$ cat src/rtl/pg_pkg.sv
package pg_pkg;
    typedef enum logic [1:0] {
        ST_IDLE   = 2'd0,
        ST_SINGLE = 2'd1,
        ST_QUAD   = 2'd2
    } pg_state_e;

    typedef enum logic [1:0] {
        SL_NOP = 2'd0,
        SL_ACT = 2'd1,
        SL_RD  = 2'd2,
        SL_PRE = 2'd3
    } pg_slot_e;

    localparam logic [3:0] CMD_DESEL = 4'b1111;
    localparam logic [3:0] CMD_NOP   = 4'b0111;
    localparam logic [3:0] CMD_ACT   = 4'b0011;
    localparam logic [3:0] CMD_RD    = 4'b0101;
    localparam logic [3:0] CMD_PRE   = 4'b0010;

    localparam int LFSR_W = 16;

    function automatic logic [LFSR_W-1:0] lfsr_step(input logic [LFSR_W-1:0] s);
        return {s[LFSR_W-2:0], s[15] ^ s[13] ^ s[12] ^ s[10]};
    endfunction
endpackage

$ cat src/rtl/pg_slot_sched.sv
module pg_slot_sched
    import pg_pkg::*;
#(
    parameter int SLOT_W = 4
) (
    input  pg_state_e         state,
    input  logic              fast,
    input  logic              first,
    input  logic [SLOT_W-1:0] slot,
    output pg_slot_e          kind,
    output logic [1:0]        bank,
    output logic              last
);
    logic [SLOT_W-1:0] period;

    always_comb begin
        kind   = SL_NOP;
        bank   = 2'd0;
        period = SLOT_W'(1);
        unique case (state)
            ST_SINGLE: begin
                period = fast ? SLOT_W'(7) : SLOT_W'(9);
                if (slot == '0)
                    kind = SL_ACT;
                else if (slot == (fast ? SLOT_W'(2) : SLOT_W'(3)))
                    kind = SL_RD;
                else if (slot == SLOT_W'(5))
                    kind = SL_PRE;
            end
            ST_QUAD: begin
                period = fast ? SLOT_W'(8) : SLOT_W'(10);
                if (slot < SLOT_W'(8) && !slot[0]) begin
                    kind = SL_ACT;
                    bank = slot[2:1];
                end else if (slot == SLOT_W'(3) || slot == SLOT_W'(5) || slot == SLOT_W'(7)) begin
                    kind = SL_RD;
                    bank = slot[2:1] - 2'd1;
                end else if ((slot == SLOT_W'(1) && fast && !first) || slot == SLOT_W'(9)) begin
                    kind = SL_RD;
                    bank = 2'd3;
                end
            end
            default: begin
                kind = SL_NOP;
            end
        endcase
    end

    assign last = (slot == period - SLOT_W'(1));
endmodule

$ cat src/rtl/pg_addr_gen.sv
module pg_addr_gen
    import pg_pkg::*;
#(
    parameter int                ROW_W = 13,
    parameter int                COL_W = 10,
    parameter int                NBANK = 4,
    parameter logic [LFSR_W-1:0] SEED  = 16'hACE1
) (
    input  logic                     clk,
    input  logic                     rst_n,
    input  logic                     act_en,
    input  logic [$clog2(NBANK)-1:0] act_bank,
    input  logic [$clog2(NBANK)-1:0] rd_bank,
    output logic [ROW_W-1:0]         row_next,
    output logic [ROW_W-1:0]         col
);
    localparam int BW = $clog2(NBANK);

    logic [LFSR_W-1:0] lfsr;
    logic [LFSR_W-1:0] nxt;
    logic [COL_W-3:0]  words [NBANK];

    assign nxt      = lfsr_step(lfsr);
    assign row_next = nxt[ROW_W-1:0];
    assign col      = ROW_W'({words[rd_bank], 2'b00});

    always_ff @(posedge clk or negedge rst_n) begin
        if (!rst_n) begin
            lfsr <= SEED;
            for (int b = 0; b < NBANK; b++) words[b] <= '0;
        end else if (act_en) begin
            lfsr <= nxt;
            for (int b = 0; b < NBANK; b++)
                if (act_bank == BW'(b)) words[b] <= nxt[COL_W-1:2];
        end
    end
endmodule

$ cat src/rtl/pg_burst_track.sv
module pg_burst_track (
    input  logic clk,
    input  logic rst_n,
    input  logic rd,
    input  logic cl3,
    output logic burst
);
    localparam int HIST = 4;

    logic [HIST-1:0] hist;

    always_ff @(posedge clk or negedge rst_n) begin
        if (!rst_n) hist <= '0;
        else        hist <= {hist[HIST-2:0], rd};
    end

    assign burst = cl3 ? (hist[2] | hist[3]) : (hist[1] | hist[2]);
endmodule

$ cat src/rtl/pg_read_patgen.sv
module pg_read_patgen
    import pg_pkg::*;
#(
    parameter int ROW_W  = 13,
    parameter int COL_W  = 10,
    parameter int AP_BIT = 10,
    parameter int SLOT_W = 4
) (
    input  logic             clk,
    input  logic             rst_n,
    input  logic             run,
    input  logic             quad_mode,
    input  logic [1:0]       grade,
    output logic             cs_n,
    output logic             ras_n,
    output logic             cas_n,
    output logic             we_n,
    output logic [1:0]       ba,
    output logic [ROW_W-1:0] addr,
    output logic             burst
);
    pg_state_e         state;
    logic [SLOT_W-1:0] slot;
    logic              first;
    logic              lat_fast;
    logic              lat_cl3;

    pg_slot_e          kind;
    logic [1:0]        bank;
    logic              last;
    logic [ROW_W-1:0]  row_next;
    logic [ROW_W-1:0]  col;
    logic [3:0]        cmd;
    logic              running;

    assign running = (state != ST_IDLE);

    pg_slot_sched #(.SLOT_W(SLOT_W)) i_sched (
        .state (state),
        .fast  (lat_fast),
        .first (first),
        .slot  (slot),
        .kind  (kind),
        .bank  (bank),
        .last  (last)
    );

    pg_addr_gen #(.ROW_W(ROW_W), .COL_W(COL_W), .NBANK(4)) i_addr (
        .clk      (clk),
        .rst_n    (rst_n),
        .act_en   (running && kind == SL_ACT),
        .act_bank (bank),
        .rd_bank  (bank),
        .row_next (row_next),
        .col      (col)
    );

    pg_burst_track i_burst (
        .clk   (clk),
        .rst_n (rst_n),
        .rd    (running && kind == SL_RD),
        .cl3   (lat_cl3),
        .burst (burst)
    );

    always_ff @(posedge clk or negedge rst_n) begin
        if (!rst_n) begin
            state    <= ST_IDLE;
            slot     <= '0;
            first    <= 1'b1;
            lat_fast <= 1'b0;
            lat_cl3  <= 1'b0;
        end else begin
            unique case (state)
                ST_IDLE: begin
                    if (run) begin
                        state    <= quad_mode ? ST_QUAD : ST_SINGLE;
                        slot     <= '0;
                        first    <= 1'b1;
                        lat_fast <= (grade == 2'd0);
                        lat_cl3  <= grade[1];
                    end
                end
                ST_SINGLE, ST_QUAD: begin
                    if (!run) begin
                        state <= ST_IDLE;
                    end else if (last) begin
                        slot  <= '0;
                        first <= 1'b0;
                    end else begin
                        slot <= slot + SLOT_W'(1);
                    end
                end
                default: state <= ST_IDLE;
            endcase
        end
    end

    always_comb begin
        cmd  = CMD_DESEL;
        ba   = 2'd0;
        addr = '0;
        if (running) begin
            unique case (kind)
                SL_NOP: cmd = CMD_NOP;
                SL_ACT: begin
                    cmd  = CMD_ACT;
                    ba   = bank;
                    addr = row_next;
                end
                SL_RD: begin
                    cmd          = CMD_RD;
                    ba           = bank;
                    addr         = col;
                    addr[AP_BIT] = (state == ST_QUAD);
                end
                SL_PRE: cmd = CMD_PRE;
                default: cmd = CMD_NOP;
            endcase
        end
    end

    assign {cs_n, ras_n, cas_n, we_n} = cmd;
endmodule

$ cat config.mk
export PLATFORM = sky130hd
export DESIGN_NAME = pg_read_patgen
export DESIGN_NICKNAME = d
export VERILOG_FILES = /design/src/rtl/pg_pkg.sv /design/src/rtl/pg_slot_sched.sv /design/src/rtl/pg_addr_gen.sv /design/src/rtl/pg_burst_track.sv /design/src/rtl/pg_read_patgen.sv
export SDC_FILE = /design/constraint.sdc
export NUM_CORES = 1
export LEC_CHECK = 0
export ABC_AREA = 1
export BUFFER_PORTS_ARGS = -buffer_cell sky130_fd_sc_hd__buf_2
export CAP_MARGIN = 20
export CORE_UTILIZATION = 50
export CTS_CLUSTER_DIAMETER = 40
export DETAILED_ROUTE_END_ITERATION = 8
export GPL_ROUTABILITY_DRIVEN = 0
export PLACE_DENSITY_LB_ADDON = 0.05
export SYNTH_ARGS = -nofsm -noshare
export SYNTH_HDL_FRONTEND = slang
export SYNTH_SLANG_ARGS = --single-unit
$ cat constraint.sdc
create_clock -name clk -period 6 [get_ports clk]
set_input_delay 0.6 -clock clk [delete_from_list [all_inputs] [get_ports clk]]
set_output_delay 0.6 -clock clk [all_outputs]
set_load 0.01 [all_outputs]
==> impl_results.md <==
- Period utilisation layout: 0.656
- TNS Setup: 0 ns
- Worst vdd ir: 218 uV
- Reg2Reg Setup Slack: 2.58 ns
- Overall power: 0.00135 W
- Post-CTS Setup Bufs: 0
- F_max: 254 MHz
- # hold bufs at CTS: 0
- Clock Sinks: 61
- Mux cell area share after synthesis: 0.00653
- Layout overhead on the synthesized area: 9.33%
- Largest family of logic cells by synthesized area: simple AND/OR/NAND/NOR gates
- Max Root-Sink Buffers: 2
- Die Y: 85.0 um
- Row cnt: 29
- Htree depth: 3
- R2R depth: 18
- Port bufs: 25
- Clock skew: 0.00875 ns
- Final nets: 460
- RSZ-0062 raised after global routing: false
- Post-synthesis xor/xnor area fraction: 0.0254
- Worst Hold Class: flop to flop
- Register area: 0.00154 mm^2
- Synth Warn #: 0
- Synth unique cells: 33
- Worst Tran Pin Value: 0.781 ns
- Mean Syn Cell Area: 8.19 um^2
- CTS clk-pin slew, worst paths: 0.06 ns
- Clk_lat worst skew: 0.34 ns
- Synth Cell Area: 0.00345 mm^2
- Final setup viols: 0
- Initial antenna violation count: 0
- Simple-Gate Fraction of Synth Area: 0.269
- CTS resizes: 0
- Setup ws final: 2.06 ns
- Vias/cell: 5.15
- Via Count: 2701
- Crit Path Max Fanout: 21
- Relative slew slack: 0.479
- Pre-CTS WS: 2.42 ns
- Critical Path Start Type: flop
- GRT Total Usage: 0.227
- Post-DP HPWL: 5010 um
- CP Capture Type: output pin
- Initial core utilization: 0.531
- Final ANT Viol Nets: 0
- Pin count of the biggest net entering global routing: 62
- Pre-Repair DR Iteration Count: 4
- Routed length per instance: 14.0 um
- # IOs: 26
- Die area: 0.00723 mm^2
- Synth Register Bits: 61
- CTS root buffer: clkbuf_8
- Gate count of the mapped netlist: 421
- Req. time, crit path: 5.40 ns
- Die span in x: 85.0 um
- Slew Limit Fails: 0
- CTS buffer count: 9
- DRC Markers: 0
- Hold_sp: i_burst.hist[0]
- Routed WL: 7310 um
- Sequential share of the synthesized area: 0.446
- Area of the multi-input gates: 0.00164 mm^2
- Total gr overflow: 0
- Core region area: 0.00649 mm^2
- Diodes inserted: 0
- First-pass GRT wire length: 12600 um
- Min Tclk post-route: 3.94 ns
- DRT iter0 DRCs: 158
- Layout cells sized above 1: 0.210
- Placement Cell Area: 0.00357 mm^2
- R2r endpoint: i_addr.words[5]
- Compound-Gate Fraction of Synth Area: 0.132
- Post-Synth Adder-Cell Area: 0.0435
- RR Startpoint: slot[1]
- CP Data Arrival Time: 3.34 ns
- Class of the most critical setup path: flop to output pin
- Endpoints failing hold: 0
- Pleak: 1.79 nW
- Vias in the first global route: 2628
- Outcome: completed
- CTS tree: built
- WHS Path Cells: 0
- Pwr dens: 357 mW/mm^2
- Finished Cell Area: 0.00377 mm^2
- Hold endpoint: i_burst.hist[1]
- Net Count, Synth: 439
- Number of max-cap violations: 0
- FILL cells: 601
==> worst max-delay path by stage <==
stage                  from        to  slack [ns]  cells past startpoint
floorplan           slot[1]  addr[10]        2.77                     16
CTS                 slot[1]   addr[1]        2.04                     18
detailed placement  slot[1]   addr[1]        2.42                     18
global placement    slot[1]   addr[1]        2.51                     18
global route        slot[1]   addr[1]        1.77                     18
finish              slot[1]   addr[1]        2.06                     18
==> cell type report <==
class	instances	share of cell area
flip-flops and latches	61	0.408
clock inverters	3	0.0116
clock buffers	13	0.0422
well taps	77	0.0256
repair buffers	27	0.0372
inverters	39	0.0402
multi-input cells	304	0.435
==> metal layers <==
layer,track usage,vias up,share of wire
met4,0.0786,0,0.012
met5,0,-,0
met3,0.0486,9,0.045
met2,0.346,49,0.45
met1,0.323,1263,0.50
li1,-,1380,-
==> where the power goes <==
group,total (W),switching [W],internal (W)
clock network,0.000379,0.000164,0.000215
registers,0.000507,0.0000396,0.000467
logic,0.000461,0.000309,0.000153
total,0.00135,0.000512,0.000835
==> cells in the final DEF, fill, tap and decap left out, drive strengths merged <==
cell type	instances
nand2	158
dfrtp	52
o21ai	50
inv	39
nand3	29
buf	27
nor2	19
a21oi	18
clkbuf	13
ha	12
dfstp	9
xnor2	6
xor2	4
o22ai	2
mux2	2
clkinv	2
or2	1
o21a	1
o211ai	1
nand3b	1
bufinv	1
==> state kept, by name (all words and copies together) (netlist names) <==
register and count:
first 1, i_addr.lfsr 16, i_burst.hist 4, lat_fast 1, i_addr.words 32, state 2
lat_cl3 1, slot 4
==> worst max-delay path: stages, from the launching register on <==
cell and delay, ns:
dfrtp_1 0.49, inv_1 0.11, ha_1 0.22, nand2_1 0.07, nand2_1 0.08, nand2_2 0.10, nand2_4 0.07, nand2_1 0.06
nor2_1 0.04, inv_1 0.05, a21oi_1 0.09, inv_1 0.07, ha_1 0.36, inv_1 0.13, nor2_2 0.35, buf_4 0.34
nand2_1 0.11, nor2_1 0.12, buf_2 0.14
==> per-stage QoR <==
step           utilization  hold slack [ns]  std cells
2_1_floorplan            -            0.304        421
3_3_place_gp         0.549            0.337        508
3_5_place_dp         0.549            0.342        508
4_1_cts              0.580            0.357        524
5_1_grt              0.580            0.369        524
6_report             0.580            0.354        524
==> cell usage after synthesis (all sizes together) <==
cell	count	area (um^2)
o21a	1	7.51
inv	39	151
clkbuf	3	11.3
nand3	29	205
xnor2	6	52.6
o211ai	1	7.51
nor2	19	76.3
dfstp	9	236
buf	14	106
or2	1	6.26
a21oi	18	120
ha	12	150
o21ai	50	307
nand2	158	632
nand3b	1	7.51
dfrtp	52	1300
mux2	2	22.5
o22ai	2	12.5
xor2	4	35.0
==> kinds of logic after synthesis <==
| logic type | after synthesis |
|---|---|
| flip-flops | 61 |
| AO/OA/AOI/OAI | 72 |
| AND/OR/NAND/NOR | 208 |
| buffers and inverters | 56 |
| multiplexers | 2 |
| adder cells (fa/ha/maj) | 12 |
| XOR/XNOR | 10 |
(Power assumes the default switching activity.)
